--- src/rtl/irq_arb_pkg.sv ---
package irq_arb_pkg;
  typedef enum logic [2:0] {
    SRC_EXC  = 3'd0,
    SRC_SW   = 3'd1,
    SRC_CSO  = 3'd2,
    SRC_NMI  = 3'd3,
    SRC_INTR = 3'd4,
    SRC_STEP = 3'd5
  } irq_src_e;

  typedef enum logic [1:0] {
    ST_IDLE = 2'd0,
    ST_ACKW = 2'd1,
    ST_SHOW = 2'd2
  } arb_state_e;

  localparam int NUM_SRC = 6;
endpackage

--- src/rtl/irq_nmi_track.sv ---
module irq_nmi_track (
  input  logic clk,
  input  logic rst_n,
  input  logic nmi_pin,
  input  logic take,
  input  logic rel,
  output logic pend,
  output logic blocked,
  output logic blocked_eff
);
  logic nmi_q;
  logic rise;

  assign rise        = nmi_pin & ~nmi_q;
  assign blocked_eff = blocked & ~rel;

  always_ff @(posedge clk) begin
    if (!rst_n) begin
      nmi_q   <= 1'b0;
      pend    <= 1'b0;
      blocked <= 1'b0;
    end else begin
      nmi_q <= nmi_pin;
      if (rise)      pend <= 1'b1;
      else if (take) pend <= 1'b0;
      if (take)      blocked <= 1'b1;
      else if (rel)  blocked <= 1'b0;
    end
  end
endmodule

--- src/rtl/irq_flag_unit.sv ---
module irq_flag_unit (
  input  logic clk,
  input  logic rst_n,
  input  logic upd_en,
  input  logic iret,
  input  logic iret_if,
  input  logic iret_tf,
  input  logic wr,
  input  logic wr_if,
  input  logic wr_tf,
  input  logic enter,
  output logic if_q,
  output logic tf_q,
  output logic if_eff,
  output logic tf_eff
);
  logic do_iret, do_wr;

  assign do_iret = upd_en & iret;
  assign do_wr   = upd_en & wr & ~iret;

  always_comb begin
    if_eff = if_q;
    tf_eff = tf_q;
    if (do_iret) begin
      if_eff = iret_if;
      tf_eff = iret_tf;
    end else if (do_wr) begin
      if_eff = wr_if;
      tf_eff = wr_tf;
    end
  end

  always_ff @(posedge clk) begin
    if (!rst_n) begin
      if_q <= 1'b0;
      tf_q <= 1'b0;
    end else if (enter) begin
      if_q <= 1'b0;
      tf_q <= 1'b0;
    end else begin
      if_q <= if_eff;
      tf_q <= tf_eff;
    end
  end
endmodule

--- src/rtl/irq_prio_sel.sv ---
module irq_prio_sel
  import irq_arb_pkg::*;
#(
  parameter int TYPE_W    = 8,
  parameter int NMI_TYPE  = 2,
  parameter int STEP_TYPE = 1,
  parameter int CSO_TYPE  = 9
) (
  input  logic              exc_req,
  input  logic [TYPE_W-1:0] exc_type,
  input  logic              sw_req,
  input  logic [TYPE_W-1:0] sw_type,
  input  logic              cso_req,
  input  logic              nmi_pend,
  input  logic              intr,
  input  logic              if_eff,
  input  logic              tf_eff,
  input  logic              blk_eff,
  output logic              hit,
  output irq_src_e          src,
  output logic [TYPE_W-1:0] typ
);
  logic [NUM_SRC-1:0] req;
  logic [TYPE_W-1:0]  cand [NUM_SRC];

  always_comb begin
    req[SRC_EXC]  = exc_req;
    req[SRC_SW]   = sw_req;
    req[SRC_CSO]  = cso_req & ~blk_eff;
    req[SRC_NMI]  = nmi_pend & ~blk_eff;
    req[SRC_INTR] = intr & if_eff & ~blk_eff;
    req[SRC_STEP] = tf_eff & ~blk_eff;
    cand[SRC_EXC]  = exc_type;
    cand[SRC_SW]   = sw_type;
    cand[SRC_CSO]  = TYPE_W'(CSO_TYPE);
    cand[SRC_NMI]  = TYPE_W'(NMI_TYPE);
    cand[SRC_INTR] = '0;
    cand[SRC_STEP] = TYPE_W'(STEP_TYPE);
  end

  always_comb begin
    hit = 1'b0;
    src = SRC_EXC;
    typ = '0;
    for (int i = NUM_SRC - 1; i >= 0; i--) begin
      if (req[i]) begin
        hit = 1'b1;
        src = irq_src_e'(3'(i));
        typ = cand[i];
      end
    end
  end
endmodule

--- src/rtl/irq_arbiter.sv ---
module irq_arbiter
  import irq_arb_pkg::*;
#(
  parameter int TYPE_W    = 8,
  parameter int NMI_TYPE  = 2,
  parameter int STEP_TYPE = 1,
  parameter int CSO_TYPE  = 9
) (
  input  logic              clk,
  input  logic              rst_n,
  input  logic              boundary,
  input  logic              exc_req,
  input  logic [TYPE_W-1:0] exc_type,
  input  logic              sw_req,
  input  logic [TYPE_W-1:0] sw_type,
  input  logic              cso_req,
  input  logic              nmi,
  input  logic              intr,
  output logic              ack_req,
  input  logic              ack_done,
  input  logic [TYPE_W-1:0] ack_type,
  input  logic              flag_we,
  input  logic              flag_if,
  input  logic              flag_tf,
  input  logic              iret,
  input  logic              iret_if,
  input  logic              iret_tf,
  output logic              svc_valid,
  input  logic              svc_ready,
  output logic [TYPE_W-1:0] svc_type,
  output logic [2:0]        svc_src,
  output logic              if_flag,
  output logic              tf_flag,
  output logic              nmi_blocked
);
  arb_state_e        state_q;
  logic [TYPE_W-1:0] type_q;
  irq_src_e          src_q;
  logic              idle, accept, take_nmi;
  logic              nmi_pend, blk_eff, if_eff, tf_eff;
  logic              sel_hit;
  irq_src_e          sel_src;
  logic [TYPE_W-1:0] sel_type;

  assign idle     = (state_q == ST_IDLE);
  assign accept   = idle & boundary & sel_hit;
  assign take_nmi = accept & (sel_src == SRC_NMI);

  irq_nmi_track u_nmi (
    .clk        (clk),
    .rst_n      (rst_n),
    .nmi_pin    (nmi),
    .take       (take_nmi),
    .rel        (idle & iret),
    .pend       (nmi_pend),
    .blocked    (nmi_blocked),
    .blocked_eff(blk_eff)
  );

  irq_flag_unit u_flags (
    .clk    (clk),
    .rst_n  (rst_n),
    .upd_en (idle),
    .iret   (iret),
    .iret_if(iret_if),
    .iret_tf(iret_tf),
    .wr     (flag_we),
    .wr_if  (flag_if),
    .wr_tf  (flag_tf),
    .enter  (accept),
    .if_q   (if_flag),
    .tf_q   (tf_flag),
    .if_eff (if_eff),
    .tf_eff (tf_eff)
  );

  irq_prio_sel #(
    .TYPE_W   (TYPE_W),
    .NMI_TYPE (NMI_TYPE),
    .STEP_TYPE(STEP_TYPE),
    .CSO_TYPE (CSO_TYPE)
  ) u_sel (
    .exc_req (exc_req),
    .exc_type(exc_type),
    .sw_req  (sw_req),
    .sw_type (sw_type),
    .cso_req (cso_req),
    .nmi_pend(nmi_pend),
    .intr    (intr),
    .if_eff  (if_eff),
    .tf_eff  (tf_eff),
    .blk_eff (blk_eff),
    .hit     (sel_hit),
    .src     (sel_src),
    .typ     (sel_type)
  );

  always_ff @(posedge clk) begin
    if (!rst_n) begin
      state_q <= ST_IDLE;
      type_q  <= '0;
      src_q   <= SRC_EXC;
    end else begin
      unique case (state_q)
        ST_IDLE: if (accept) begin
          src_q  <= sel_src;
          type_q <= sel_type;
          state_q <= (sel_src == SRC_INTR) ? ST_ACKW : ST_SHOW;
        end
        ST_ACKW: if (ack_done) begin
          type_q  <= ack_type;
          state_q <= ST_SHOW;
        end
        ST_SHOW: if (svc_ready) state_q <= ST_IDLE;
        default: state_q <= ST_IDLE;
      endcase
    end
  end

  assign ack_req   = (state_q == ST_ACKW);
  assign svc_valid = (state_q == ST_SHOW);
  assign svc_type  = type_q;
  assign svc_src   = src_q;
endmodule

--- config.mk ---
export PLATFORM = sky130hd
export DESIGN_NAME = irq_arbiter
export DESIGN_NICKNAME = d
export VERILOG_FILES = /design/src/rtl/irq_arb_pkg.sv /design/src/rtl/irq_nmi_track.sv /design/src/rtl/irq_flag_unit.sv /design/src/rtl/irq_prio_sel.sv /design/src/rtl/irq_arbiter.sv
export SDC_FILE = /design/constraint.sdc
export NUM_CORES = 1
export LEC_CHECK = 0
export BUFFER_PORTS_ARGS = -buffer_cell sky130_fd_sc_hd__buf_4
export CORE_MARGIN = 2
export CORE_UTILIZATION = 35
export DETAILED_ROUTE_END_ITERATION = 6
export GPL_ROUTABILITY_DRIVEN = 0
export GPL_TIMING_DRIVEN = 0
export SLEW_MARGIN = 15
export SYNTH_ARGS = -nofsm -noshare
export SYNTH_HDL_FRONTEND = slang
export SYNTH_SLANG_ARGS = --single-unit
--- constraint.sdc ---
create_clock -name clk -period 2.9 [get_ports clk]
set_input_delay 0 -clock clk [delete_from_list [all_inputs] [get_ports clk]]
set_output_delay 0 -clock clk [all_outputs]
set_load 0.02 [all_outputs]
---- Yosys cells after proc, flatten, opt, wreduce, memory -nomap -nowiden ----
Cells that the tools add are included.
word-level totals
  bits in registers ....................... 18
  input bits .............................. 40
  output and inout bits ................... 16
  word-level logic and storage cells ...... 75
cells by class
  equality and inequality tests ........... 7
  multiplexer cells ....................... 34
  bitwise gates (word level) .............. 18
  reductions and logical operators ........ 8
operator list
  operator                                                                number
  8-bit 2-to-1 mux                                                        4
  3-bit 2-to-1 mux                                                        6
  1-bit 2-to-1 mux                                                        16
  8-bit one-hot mux with 2 select lines                                   1
  1-bit AND                                                               13
  2-bit 2-to-1 mux                                                        5
  2-bit by 1-bit != test with 1-bit output (second input constant)        3
  2-bit one-hot mux with 3 select lines                                   1
  3-bit AND reduction                                                     2
  2-bit nonzero test                                                      3
  1-bit NOT                                                               5
  4-bit 2-to-1 mux                                                        1
  3-bit by 2-bit equality test with 1-bit output (second input constant)  1
  3-bit equality test (second input constant)                             1
  2-bit by 1-bit equality test with 1-bit output (second input constant)  1
  2-bit equality test (second input constant)                             1
  2-bit logical NOT                                                       1
  2-bit AND reduction                                                     1
  2-bit OR reduction                                                      1

---- Logic depth before layout (Yosys ltp) ----
  word-level depth ........................ 16
  depth in mapped cells ................... 8
  depth with buffers taken out ............ 6

---- Cells and area by module ----
A second synthesis with hierarchy kept.
unflattened totals
  cell total of the unflattened synthesis .. 120
  area, all modules ....................... 1151.1 µm²
modules (own cells, without submodules)
  module         times used  cells an instance  area an instance (µm²)
  irq_arbiter    1           65                 694.4
  irq_prio_sel   1           32                 212.7
  irq_flag_unit  1           14                 125.1
  irq_nmi_track  1           9                  118.9

---- Worst setup path after synthesis ----
OpenSTA, ideal clock, no wires.
  kind .................................... register to register
  start point ............................. register state_q[0]
  end point ............................... register state_q[1]
  arrival time ............................ 1.640 ns
  slack ................................... 1.145 ns
  cell stages (with the launch flop) ...... 7
  period minus slack after synthesis ...... 1.755 ns
  cell sequence ........................... dfxtp_1 nor4bb_1 o21bai_1 a21boi_4 o21ai_1 o32a_1 and3_1
between the ends
  cells in the longest elaborated chain, start to end .. 16
  elaborated cells on any way between the ends .. 40
  classes of those cells .................. eq/ne (6); mux (19); bitwise (13); reduce/logical (2)
ends and longest elaborated chain
  what                                                  line                                                         text
  from (decl)                                           irq_arbiter.sv:36                                            arb_state_e state_q;
  from (signal assigned)                                irq_arbiter.sv:108                                           state_q <= (sel_src == SRC_INTR) ? ST_ACKW : ST_SHOW;
  2-bit logical NOT                                     irq_arbiter.sv:45, irq_arbiter.sv:104
  1-bit AND, on equally long branches                   irq_flag_unit.sv:20, irq_flag_unit.sv:19, irq_arbiter.sv:54
  1-bit AND / 1-bit NOT (equally long branches)         irq_flag_unit.sv:20, irq_nmi_track.sv:15
  1-bit 2-to-1 mux / 1-bit AND (equally long branches)  irq_flag_unit.sv:28, irq_nmi_track.sv:15
  1-bit 2-to-1 mux / 1-bit NOT (equally long branches)  n/a
  1-bit AND, on equally long branches                   irq_prio_sel.sv:32, irq_prio_sel.sv:31
  3-bit 2-to-1 mux / 1-bit AND (equally long branches)  irq_prio_sel.sv:46, irq_prio_sel.sv:31
  3-bit 2-to-1 mux (5 in series)                        irq_prio_sel.sv:46                                           if (req[i]) begin
  3-bit equality test                                   irq_arbiter.sv:108
  2-bit 2-to-1 mux                                      irq_arbiter.sv:108
  2-bit 2-to-1 mux                                      irq_arbiter.sv:105                                           ST_IDLE: if (accept) begin
  2-bit one-hot mux with 3 select lines                 irq_arbiter.sv:104                                           unique case (state_q)
Several ways; a longest one is shown, not always the timed one. The select of a mux whose other input is x is not followed.
A chain may end at the register's enable or synchronous reset.

---- Worst setup path in the final report ----
Same ends and word-level chain as after synthesis.

==> flow_metrics.env <==
export IMPL_ios=56
export IMPL_grt_pass1_vias=1188
export IMPL_seqPwrFrac=0.432
export IMPL_synth_enable_flop_cells=0
export IMPL_synthesis_nets=178
export IMPL_yosysUniqueCellTypes=50
export IMPL_p_comb_frac=0.330
export IMPL_vias_per_cell=5.35
export IMPL_postCtsHoldBufs=1
export IMPL_setup_viol=0
export IMPL_p_sw_frac=0.316
export IMPL_crit_type="reg -> reg"
export IMPL_cts_buffers=3
export IMPL_vdd_drop_max_mv=0.286
export IMPL_syn_cell_area_sq_um=1130
export IMPL_yosys_area_top_type="dfxtp_1"
export IMPL_totalWireLength_um=3580
export IMPL_outcome="finished clean"
export IMPL_cp_data_required_time_ps=3100
export IMPL_switching_power_uw=206
export IMPL_setup_tns_final_ps=0
export IMPL_period_share=0.722
export IMPL_grt_overflow_total=0
export IMPL_nFillCells=318
export IMPL_hp_class="in -> reg"
export IMPL_grt_max_degree=11
export IMPL_drt_iter0_markers=52
export IMPL_ys_flop_type="dfxtp_1"
export IMPL_final_cell_mix="53 x buf_4, 18 x dfxtp_1, 15 x nand2_1"
export IMPL_dp_hpwl_um=2740
export IMPL_fp_dieH_um=60.8
export IMPL_cp_end_kind="flop"
export IMPL_maxCapViolations=0
export IMPL_initial_core_util=0.370
export IMPL_num_antenna_cells=0
export IMPL_cp_max_fo=9
export IMPL_rsz0062_at_grt="no"
export IMPL_max_slew_margin_rel=0.706
export IMPL_slowest_delay_ps=420
export IMPL_port_buffers=53
export IMPL_cts_htree_levels=1
export IMPL_layout_nets=237
export IMPL_yosysWarnings=0
export IMPL_antenna_found_initial=0
export IMPL_p_leak_uw=0.000697
export IMPL_fp_dieW_um=60.8
export IMPL_mostFrequentLayoutCell="buf_4"
export IMPL_root_buffer="clkbuf_4"
export IMPL_grt_usage=0.201
export IMPL_num_rows=20
export IMPL_async_flop_share=0
export IMPL_antenna_left=0
export IMPL_critPathLaunchType="flop"
export IMPL_drc=0
export IMPL_cts_sinks=18
export IMPL_syn_area_per_cell_sq_um=8.18
export IMPL_routedWlPerCell_um=14.9
export IMPL_yosysTopAreaCellShare=0.319
export IMPL_cp_arrival_ps=2290
export IMPL_areaGrowthSynthToFinish_pct=44.2
export IMPL_postCtsResizedCells=0
export IMPL_dieArea_sq_um=3690
export IMPL_clkTransAtPathRegs_ps=100
export IMPL_crit_chain="nor4bb_1, o21bai_1, a21boi_4, o21ai_1, o32a_1, and3_1"
export IMPL_grt_first_pass_wirelength_um=5580
export IMPL_drive_gt1_frac=0.372
export IMPL_place_ws_ps=829
export IMPL_core_sq_um=3050
export IMPL_firstDrtPassIters=4
export IMPL_p_total_uw=652
export IMPL_hold_ws_ps=28.8
export IMPL_ys_ff_latch=18
export IMPL_worst_pin_slew_ps=437
export IMPL_yosys_top_cells_area="dfxtp_1 32%, a21oi_1 5.3%, nand2_1 5.0%"
export IMPL_setup_slack_ps=806
export IMPL_final_setup_skew_ps=0.539
export IMPL_synthesis_instances=138
export IMPL_hold_viol_final=0
export IMPL_critical_path_slowest_cell="dfxtp_1"
export IMPL_period_minus_slack_ps=2090
export IMPL_final_max_slew_viol_count=0
export IMPL_fmax_mhz=478
export IMPL_power_frac_clock=0.239
export IMPL_final_area_sq_um=1630
export IMPL_powerDensity_nw_per_um2=401
export IMPL_worstSkewPairLatency_ps=290
export IMPL_ctsLongestPathBuffers=2
export IMPL_num_vias=1284
export IMPL_p_int_uw=446
export IMPL_cts_tree="yes"
export IMPL_postCtsSetupBuffers=0
export IMPL_yosysSeqAreaShare=0.319
export IMPL_placed_area_sq_um=1580
## final timing paths
check | from | endpoint | slack [ps] | depth (start not counted)
worst min-delay path | ack_done | state_q[0] | 30 | 3
worst min register to register | svc_src[0] | svc_src[0] | 470 | 2
worst max register to register | state_q[0] | state_q[1] | 810 | 6
worst max-delay path | state_q[0] | state_q[1] | 810 | 6
## power groups by stage
| stage | clock, uW | sequential (uW) | combinational [uW] |
|---|---|---|---|
| after floorplan | 0 | 302 | 103 |
| after global placement | 0 | 286 | 210 |
| after detailed placement | 0 | 286 | 213 |
| after CTS | 159 | 281 | 215 |
| after global routing | 168 | 285 | 234 |
| final | 156 | 282 | 215 |
## flip-flops by register name (all words and copies together) (netlist names)
signal / cells
svc_src: 3
u_nmi.pend: 1
u_nmi.nmi_q: 1
u_nmi.blocked: 1
svc_type: 8
u_flags.if_q: 1
state_q: 2
u_flags.tf_q: 1
## through the flow
step / instances / util
CTS: 240 / 0.533
finish: 240 / 0.533
detailed placement: 235 / 0.518
global route: 240 / 0.533
global placement: 235 / 0.518
floorplan: 138 / -
## cell usage after synthesis (2+ instances only)
library cell,n
dfxtp_1,18
nand2_1,15
a21oi_1,12
nor2_1,10
o21ai_0,7
nand3_1,6
o21ai_1,6
inv_1,5
a221oi_1,4
a31oi_1,3
clkbuf_1,3
nor2b_1,3
o221a_1,3
a211oi_1,2
and2_1,2
and3_1,2
buf_2,2
nor3_1,2
o31a_1,2
## area by class of cell
cell class	instances	area, sq um	share of cell area
multi-input cells	108	721	0.443
repair buffers	54	408	0.251
flip-flops and latches	18	360	0.221
well taps	44	55.1	0.0338
clock buffers	4	36.3	0.0223
inverters	7	26.3	0.0161
plain buffers	5	21.3	0.0131
## cell families (layout without fill, tap and decap cells)
kind of cell,count (synthesis),count (layout),share of synthesized area
AOI/OAI and AO/OA,58,58,0.408
and+or+nand+nor,49,49,0.222
DFF,18,18,0.319
buffers and inverters,12,70,0.0421
muxes,1,1,0.00887
## routing by layer
metal	vias to the layer above	share of wire	wire (um)	track usage
met5	-	0	0	0
met4	0	0.0086	31	0.0714
met3	4	0.053	191	0.0192
met2	48	0.47	1680	0.318
met1	594	0.47	1690	0.286
li1	638	-	-	-
## critical path, delay by kind of cell, from the launching register on
kind	cells	cell delay [ps]
AOI/OAI and AO/OA	4	1030
DFF	1	420
and+or+nand+nor	2	550
(Power assumes the default switching activity.)
